--- src/rtl/rxaa_pkg.sv ---
package rxaa_pkg;

  typedef enum logic [1:0] {
    ST_LISTEN = 2'b00,
    ST_TURN   = 2'b01,
    ST_ARMED  = 2'b10,
    ST_ACKTX  = 2'b11
  } rxaa_state_e;

  typedef enum logic [1:0] {
    TS_SUCCESS  = 2'b00,
    TS_WAIT_ACK = 2'b01,
    TS_RSVD     = 2'b10,
    TS_INVALID  = 2'b11
  } rxaa_trac_e;

  localparam logic [2:0] FT_CMD       = 3'b011;
  localparam logic [7:0] CMD_DATA_REQ = 8'h04;

  typedef struct packed {
    logic accept;
    logic need_ack;
    logic dreq;
  } rxaa_verdict_t;

endpackage

--- src/rtl/rxaa_verdict.sv ---
module rxaa_verdict
  import rxaa_pkg::*;
(
  input  logic          addr_ok,
  input  logic          no_dst,
  input  logic          fcs_ok,
  input  logic          cfg_coord,
  input  logic          ack_req,
  input  logic          dst_bcast,
  input  logic [2:0]    frame_type,
  input  logic [7:0]    cmd_id,
  output rxaa_verdict_t verdict
);

  logic addr_pass;

  // a frame without destination address is only for the coordinator
  assign addr_pass        = addr_ok | (no_dst & cfg_coord);
  assign verdict.accept   = fcs_ok & addr_pass;
  assign verdict.need_ack = verdict.accept & ack_req & ~dst_bcast;
  assign verdict.dreq     = (frame_type == FT_CMD) && (cmd_id == CMD_DATA_REQ);

endmodule

--- src/rtl/rxaa_trig_edge.sv ---
module rxaa_trig_edge #(
  parameter int SYNC_STAGES = 2
) (
  input  logic clk,
  input  logic rst,
  input  logic pin,
  output logic rise
);

  logic lvl;
  logic prev_q;

  generate
    if (SYNC_STAGES == 0) begin : g_direct
      assign lvl = pin;
    end else begin : g_sync
      logic [SYNC_STAGES-1:0] sync_q;
      always_ff @(posedge clk) begin
        if (rst) begin
          sync_q <= '0;
        end else begin
          sync_q[0] <= pin;
          for (int i = 1; i < SYNC_STAGES; i++) begin
            sync_q[i] <= sync_q[i-1];
          end
        end
      end
      assign lvl = sync_q[SYNC_STAGES-1];
    end
  endgenerate

  always_ff @(posedge clk) begin
    if (rst) prev_q <= 1'b0;
    else     prev_q <= lvl;
  end

  assign rise = lvl & ~prev_q;


  rise_single_chk: assert property (@(posedge clk) disable iff (rst)
    rise |=> !rise);

endmodule

--- src/rtl/rxaa_sym_timer.sv ---
module rxaa_sym_timer #(
  parameter int CW = 5
) (
  input  logic          clk,
  input  logic          rst,
  input  logic          clr,
  input  logic          tick,
  input  logic [CW-1:0] limit,
  output logic          done
);

  logic [CW-1:0] cnt;

  assign done = tick && !clr && (cnt == limit - CW'(1));

  always_ff @(posedge clk) begin
    if (rst || clr)  cnt <= '0;
    else if (done)   cnt <= '0;
    else if (tick)   cnt <= cnt + CW'(1);
  end


  cnt_in_range_chk: assert property (@(posedge clk) disable iff (rst)
    (limit != '0) |-> (cnt < limit));

endmodule

--- src/rtl/rx_autoack_ctrl.sv ---
module rx_autoack_ctrl
  import rxaa_pkg::*;
#(
  parameter int TURN_SYM    = 12,
  parameter int ACK_SYM     = 22,
  parameter int SYNC_STAGES = 2
) (
  input  logic       clk,
  input  logic       rst,
  input  logic       sym_tick,
  input  logic       rx_start,
  input  logic       rx_eof,
  input  logic       addr_ok,
  input  logic       no_dst,
  input  logic       fcs_ok,
  input  logic [2:0] frame_type,
  input  logic       ack_req,
  input  logic       dst_bcast,
  input  logic [7:0] cmd_id,
  input  logic       cfg_coord,
  input  logic       cfg_slotted,
  input  logic       cfg_pend,
  input  logic       trig_pin,
  output logic [1:0] trac_status,
  output logic       eof_irq,
  output logic       tx_start,
  output logic       ack_pend,
  output logic [1:0] radio_state
);

  localparam int MAX_SYM = (TURN_SYM > ACK_SYM) ? TURN_SYM : ACK_SYM;
  localparam int CW      = $clog2(MAX_SYM + 1);

  rxaa_state_e   state;
  rxaa_trac_e    trac_q;
  rxaa_verdict_t verdict;
  logic          dreq_q;
  logic          trig_rise;
  logic          tmr_clr;
  logic          tmr_done;
  logic [CW-1:0] tmr_limit;

  rxaa_verdict u_verdict (
    .addr_ok    (addr_ok),
    .no_dst     (no_dst),
    .fcs_ok     (fcs_ok),
    .cfg_coord  (cfg_coord),
    .ack_req    (ack_req),
    .dst_bcast  (dst_bcast),
    .frame_type (frame_type),
    .cmd_id     (cmd_id),
    .verdict    (verdict)
  );

  rxaa_trig_edge #(.SYNC_STAGES(SYNC_STAGES)) u_trig (
    .clk  (clk),
    .rst  (rst),
    .pin  (trig_pin),
    .rise (trig_rise)
  );

  assign tmr_clr   = (state == ST_LISTEN) || (state == ST_ARMED);
  assign tmr_limit = (state == ST_TURN) ? CW'(TURN_SYM) : CW'(ACK_SYM);

  rxaa_sym_timer #(.CW(CW)) u_timer (
    .clk   (clk),
    .rst   (rst),
    .clr   (tmr_clr),
    .tick  (sym_tick),
    .limit (tmr_limit),
    .done  (tmr_done)
  );

  always_ff @(posedge clk) begin
    if (rst) begin
      state    <= ST_LISTEN;
      trac_q   <= TS_SUCCESS;
      eof_irq  <= 1'b0;
      tx_start <= 1'b0;
      ack_pend <= 1'b0;
      dreq_q   <= 1'b0;
    end else begin
      eof_irq  <= 1'b0;
      tx_start <= 1'b0;
      case (state)
        ST_LISTEN: begin
          if (rx_eof && verdict.accept) begin
            eof_irq <= 1'b1;
            dreq_q  <= verdict.dreq;
            if (verdict.need_ack && cfg_slotted) begin
              trac_q <= TS_WAIT_ACK;
              state  <= ST_ARMED;
            end else if (verdict.need_ack) begin
              trac_q <= TS_SUCCESS;
              state  <= ST_TURN;
            end else begin
              trac_q <= TS_SUCCESS;
            end
          end
        end
        ST_TURN: begin
          if (tmr_done) begin
            state    <= ST_ACKTX;
            tx_start <= 1'b1;
            ack_pend <= dreq_q & cfg_pend;
          end
        end
        ST_ARMED: begin
          if (rx_start) begin
            trac_q <= TS_INVALID;
            state  <= ST_LISTEN;
          end else if (trig_rise) begin
            state    <= ST_ACKTX;
            tx_start <= 1'b1;
            ack_pend <= dreq_q & cfg_pend;
          end
        end
        ST_ACKTX: begin
          if (tmr_done) state <= ST_LISTEN;
        end
        default: state <= ST_LISTEN;
      endcase
    end
  end

  assign trac_status = trac_q;
  assign radio_state = state;


  irq_after_eof_chk: assert property (@(posedge clk) disable iff (rst)
    eof_irq |-> $past(rx_eof));


  strobe_in_tx_chk: assert property (@(posedge clk) disable iff (rst)
    tx_start |-> (state == ST_ACKTX));


  strobe_source_chk: assert property (@(posedge clk) disable iff (rst)
    tx_start |-> ($past(state) == ST_TURN || $past(state) == ST_ARMED));


  armed_status_chk: assert property (@(posedge clk) disable iff (rst)
    (state == ST_ARMED) |-> (trac_q == TS_WAIT_ACK));


  abort_chk: assert property (@(posedge clk) disable iff (rst)
    (state == ST_ARMED && rx_start) |=> (state == ST_LISTEN && trac_q == TS_INVALID && !eof_irq));


  pend_only_dreq_chk: assert property (@(posedge clk) disable iff (rst)
    (tx_start && !dreq_q) |-> !ack_pend);


  strobe_pulse_chk: assert property (@(posedge clk) disable iff (rst)
    tx_start |=> !tx_start);

endmodule

--- config.mk ---
export PLATFORM = sky130hd
export DESIGN_NAME = rx_autoack_ctrl
export DESIGN_NICKNAME = d
export VERILOG_FILES = /design/src/rtl/rxaa_pkg.sv /design/src/rtl/rxaa_verdict.sv /design/src/rtl/rxaa_trig_edge.sv /design/src/rtl/rxaa_sym_timer.sv /design/src/rtl/rx_autoack_ctrl.sv
export SDC_FILE = /design/constraint.sdc
export NUM_CORES = 1
export LEC_CHECK = 0
export CELL_PAD_IN_SITES_DETAIL_PLACEMENT = 1
export CELL_PAD_IN_SITES_GLOBAL_PLACEMENT = 2
export CORE_MARGIN = 1
export CORE_UTILIZATION = 25
export CTS_CLUSTER_DIAMETER = 150
export DETAILED_ROUTE_END_ITERATION = 8
export PLACE_DENSITY_LB_ADDON = 0.1
export SLEW_MARGIN = 20
export SYNTH_ARGS = -nofsm -noshare
export SYNTH_HDL_FRONTEND = slang
export SYNTH_SLANG_ARGS = --single-unit
export TNS_END_PERCENT = 5
--- constraint.sdc ---
create_clock -name clk -period 2.35 [get_ports clk]
set_input_delay 0.235 -clock clk [delete_from_list [all_inputs] [get_ports clk]]
set_output_delay 0.235 -clock clk [all_outputs]
set_load 0.02 [all_outputs]
Word level (Yosys, flattened, before mapping) --
Cells that the tools add are included.
Operators by class: reduce and logical (&&, ||, !) cells 17, mux-type cells 22, $add $sub $neg 2, bitwise operators 10, eq/ne operators 14
Operators by type and width (count):
- $mux W2 | 9
- $ne A2 B2 Y1 const B | 5
- $eq A8 B3 Y1 const B | 1
- $mux W1 | 8
- $pmux W2 S4 | 1
- $and A1 B1 Y1 | 6
- $add A5 B1 Y5 const B | 1
- $eq A5 B5 Y1 | 1
- $logic_and A1 B1 Y1 | 5
- $mux W5 | 1
- $reduce_and A5 Y1 | 1
- $sub A5 B1 Y5 const B | 1
- $eq A2 B2 Y1 const B | 2
- $pmux W1 S2 | 2
- $pmux W2 S2 | 1
- $reduce_and A4 Y1 | 1
- $reduce_bool A2 Y1 | 2
- $reduce_or A2 Y1 | 2
- $eq A3 B2 Y1 const B | 1
- $ne A3 B2 Y1 const B | 1
- $ne A3 B3 Y1 const B | 1
- $not A1 Y1 | 3
- $reduce_and A3 Y1 | 1
- $eq A2 B1 Y1 const B | 1
- 6 further kinds | 7
Storage, ports and cells: input bits 25, output and inout port bits 7, bits in registers 16, word-level logic and storage cells 74

Logic depth before layout (Yosys ltp) --
word-level depth 9, gate-level depth with buffers 7, depth with buffers taken out 6

Cells and area by module --
A second synthesis with hierarchy kept.
Unflattened totals: cell total of the unflattened synthesis 117, area total of the unflattened synthesis 1027.2 um^2
By module, submodules not included:
- rx_autoack_ctrl | sequential area each 160.2 um^2, area an instance 488.0 um^2, cells an instance 59, times used 1
- rxaa_sym_timer | sequential area each 100.1 um^2, area an instance 394.1 um^2, cells an instance 44, times used 1
- rxaa_trig_edge | sequential area each 60.1 um^2, area an instance 87.6 um^2, cells an instance 7, times used 1
- rxaa_verdict | sequential area each 0.0 um^2, area an instance 57.6 um^2, cells an instance 7, times used 1

Worst setup path after synthesis --
Ideal clock, no wire load.
path type reg2reg, from register state[0] (netlist: radio_state[0]), to register state[0] (netlist: radio_state[0]), buffers on the path 0, arrival 1.735 ns, stages on the path, launching flop included 7, setup time 0.121 ns, clock period less this slack 1.857 ns, path slack 0.493 ns, required time 2.229 ns, cells stage by stage dfxtp_1 > inv_1 > ha_1 > and4bb_4 > o22a_2 > o211ai_2 > mux2_4
On the way: longest elaborated chain between the ends 7, elaborated cells on any way between the ends 18, those cells by class 1 x add/sub; 9 x eq/ne; 2 x mux; 6 x reduce/logical
Ends and longest elaborated chain:
- from (decl) | RTL line rx_autoack_ctrl.sv:34 | rxaa_state_e state;
- from (signal assigned) | RTL line rx_autoack_ctrl.sv:76 | state <= ST_LISTEN;
- from (signal assigned) | RTL line rx_autoack_ctrl.sv:92 | state <= ST_ARMED;
- from (signal assigned) | RTL line rx_autoack_ctrl.sv:95 | state <= ST_TURN;
- $eq A2 B1 Y1 (tied with other cells) | RTL line rx_autoack_ctrl.sv:63, rx_autoack_ctrl.sv:85
- $mux W5 or $logic_or A1 B1 Y1 (tied branches) | RTL line rx_autoack_ctrl.sv:63, rx_autoack_ctrl.sv:62
- $sub A5 B1 Y5 or $logic_not A1 Y1 (tied branches) | RTL line rxaa_sym_timer.sv:14 | assign done = tick && !clr && (cnt == limit - CW'(1));
- $eq A5 B5 Y1 or $logic_and A1 B1 Y1 (tied branches) | RTL line rxaa_sym_timer.sv:14
- $logic_and A1 B1 Y1 | RTL line rxaa_sym_timer.sv:14
- $ne A2 B2 Y1 (no source line)
- $reduce_and A5 Y1 (no source line)
Several ways; a longest one is shown, not always the timed one. A chain may end at the register's enable or synchronous reset.

Worst setup path after layout --
Same ends and word-level chain as after synthesis.

==> flow_metrics.tcl <==
set metrics [dict create \
    drc 0 \
    synth.most_common_cell "dfxtp_1" \
    antenna_found_initial 0 \
    vdd_ir_drop_max_v 0.0003164 \
    syn_avg_cell_area_um2 9.254 \
    p_leak_nw 0.4482 \
    cts_resized 0 \
    fin_setup_tns_ns 0 \
    critPathArrivalTime_ns 2.08 \
    final_cells 174 \
    dp.cells 170 \
    overflow 0 \
    max_freq_ghz 0.5308 \
    max_cap_violations 0 \
    root_buffer "clkbuf_4" \
    relSlewSlack 0.6458 \
    synth-seq-cells 16 \
    synth_edf_count 0 \
    path_max_fanout 7 \
    ctsHoldBuffers 0 \
    synthCells 96 \
    fin_crit_ns 1.884 \
    hold_viol_final 0 \
    cts.reportedPaths.clkPinSlew_ns 0.10 \
    rows 21 \
    synth_top_cell_by_area "dfxtp_1" \
    die_x_um 61.61 \
    ys_seq_area_frac 0.3606 \
    stdcell_area_um2 1270 \
    globalplace.congestion 0.6696 \
    numClockSinks 16 \
    vias_per_cell 4.603 \
    first_global_vias 890 \
    floorplan.die_area_um2 3796 \
    tightest_slew_ns 0.5239 \
    rsz0062_at_grt "no" \
    htreeDepth 1 \
    setup_viol 0 \
    synthFlopType "dfxtp_1" \
    fin_nets 159 \
    syn_area_um2 888.4 \
    slew_violations 0 \
    grt_first_pass_wirelength_um 4008 \
    cts_tree "yes" \
    crit_type "flip-flop to flip-flop" \
    syn_to_final_growth_pct 42.96 \
    drtAntennaViolNets 0 \
    postPlaceCellArea_um2 1234 \
    worstSetupEndpointType "flip-flop" \
    cts_buffer_depth 2 \
    synth_top_cell_area_share 0.3606 \
    numPortBuffers 31 \
    ff2ff_setup_slack_ns 0.47 \
    hold_path.class "flip-flop to flip-flop" \
    clk_latency_ns 0.29 \
    start_util 0.2641 \
    drt_pre_antenna_iters 4 \
    yosysWarnings 0 \
    synthArstFlopShare 0 \
    worst_ep_required_time_ns 2.54 \
    num_vias 801 \
    synth.distinct_cells 34 \
    drive_gt1_frac 0.09375 \
    synthTopCellsByCount "dfxtp_1, nor2_1, a21oi_1" \
    drt-total-wl_um 2290 \
    cp-start-kind "flip-flop" \
    numCtsBuffers 3 \
    n_antenna_cell 0 \
    p_per_area_nw_per_um2 710.2 \
    fp.dieH_um 61.61 \
    finish.utilization 0.3776 \
    yosys-top-cells-area "dfxtp_1, ha_1, mux2i_1" \
    ios 32 \
    core_um2 3363 \
    hpwlAfterDp_um 1835 \
    fin_crit_sh 0.8017 \
    wire_per_inst_um 13.16 \
    status "finished clean" \
    syn_nets 126 \
    skew_ns 0.004917 \
    cts_setup_buffers 0 \
    grt_max_degree 14 \
    track_usage 0.1479 \
    drt_iter0_drc 7 \
]
==> cell type report <==
class	count	area (um2)
fill	417	2093
multi-input combinational	73	530.5
sequential	16	320.3
timing repair buffer	31	310.3
tap	46	57.56
clock buffer	4	36.28
inverter	4	15.01
==> registers in the layout, summed over array words and instances, names as in the netlist <==
register,count
tx_start,1
dreq_q,1
eof_irq,1
radio_state,2
u_trig.g_sync.sync_q,2
trac_status,2
u_timer.cnt,5
u_trig.prev_q,1
ack_pend,1
==> layout by cell type (no fill, tap or decap) <==
cell type | synthesis | final
clkbuf_4 | 0 | 3
o211ai_2 | 1 | 1
nor3_1 | 5 | 5
or3_1 | 2 | 2
clkbuf_8 | 0 | 1
nor2_1 | 9 | 9
xor2_1 | 3 | 3
inv_1 | 4 | 4
or2_2 | 1 | 1
xnor2_1 | 1 | 1
and4bb_4 | 2 | 2
o41ai_1 | 1 | 1
a211o_2 | 1 | 1
and2_1 | 1 | 1
clkdlybuf4s50_1 | 0 | 31
nor4b_1 | 2 | 2
nor2b_1 | 4 | 4
a32oi_1 | 1 | 1
mux2i_1 | 4 | 4
a31oi_1 | 1 | 1
nand4_1 | 2 | 2
a21oi_1 | 7 | 7
nand4b_1 | 1 | 1
mux2_4 | 1 | 1
a21boi_2 | 1 | 1
nand4bb_1 | 2 | 2
nor3b_1 | 2 | 2
o21ai_0 | 3 | 3
a21boi_0 | 1 | 1
ha_1 | 5 | 5
dfxtp_1 | 16 | 16
o22a_2 | 1 | 1
nand2_1 | 6 | 6
nand2b_1 | 2 | 2
==> power by group <==
part           internal (W)  total [W]  switching [W]
clock             0.0000944   0.000188      0.0000932
sequential         0.000296   0.000319      0.0000227
combinational      0.000199   0.000395       0.000196
total              0.000590   0.000902       0.000312
==> routing by layer <==
metal | up-vias | part of all wire | track usage
met5 | - | 0 | 0
met4 | 0 | 0.0083 | 0.04762
met3 | 2 | 0.032 | 0.04202
met2 | 13 | 0.49 | 0.2535
met1 | 381 | 0.47 | 0.1779
li1 | 405 | - | -
==> final timing paths <==
check                                        to  cells past startpoint                               start
max                 radio_state[0]$_SDFFE_PP0P_                      6         radio_state[0]$_SDFFE_PP0P_
min          u_trig.g_sync.sync_q[1]$_SDFF_PP0_                      1  u_trig.g_sync.sync_q[0]$_SDFF_PP0_
max reg2reg         radio_state[0]$_SDFFE_PP0P_                      6         radio_state[0]$_SDFFE_PP0P_
min reg2reg  u_trig.g_sync.sync_q[1]$_SDFF_PP0_                      1  u_trig.g_sync.sync_q[0]$_SDFF_PP0_
==> per-stage QoR <==
stage                     total power (W)  worst slack [ns]  hold slack (ns)
after floorplan                 0.0005975            0.4934           0.3632
after global placement          0.0007175            0.4995           0.4221
after detailed placement        0.0007233            0.4742           0.4343
after CTS                       0.0009176            0.4478           0.4589
after global routing            0.0009655            0.3579           0.4809
final                           0.0009019            0.4661           0.4582
==> kinds of logic (layout without fill, tap and decap cells) <==
| family | count (synthesis) | after routing | synth area share |
|---|---|---|---|
| flip-flops | 16 | 16 | 0.3606 |
| AND/OR/NAND/NOR | 41 | 41 | 0.2845 |
| AO/OA/AOI/OAI | 18 | 18 | 0.1408 |
| XOR/XNOR | 4 | 4 | 0.03944 |
| multiplexers | 5 | 5 | 0.06197 |
| buffers and inverters | 7 | 39 | 0.04225 |
| adder cells (fa/ha/maj) | 5 | 5 | 0.07042 |
==> worst max-delay path: stages (launching register included) <==
cell	delay (ns)
dfxtp_1	0.40
inv_1	0.10
ha_1	0.30
and4bb_4	0.40
o22a_2	0.16
o211ai_2	0.11
mux2_4	0.32
(Power assumes the default switching activity.)
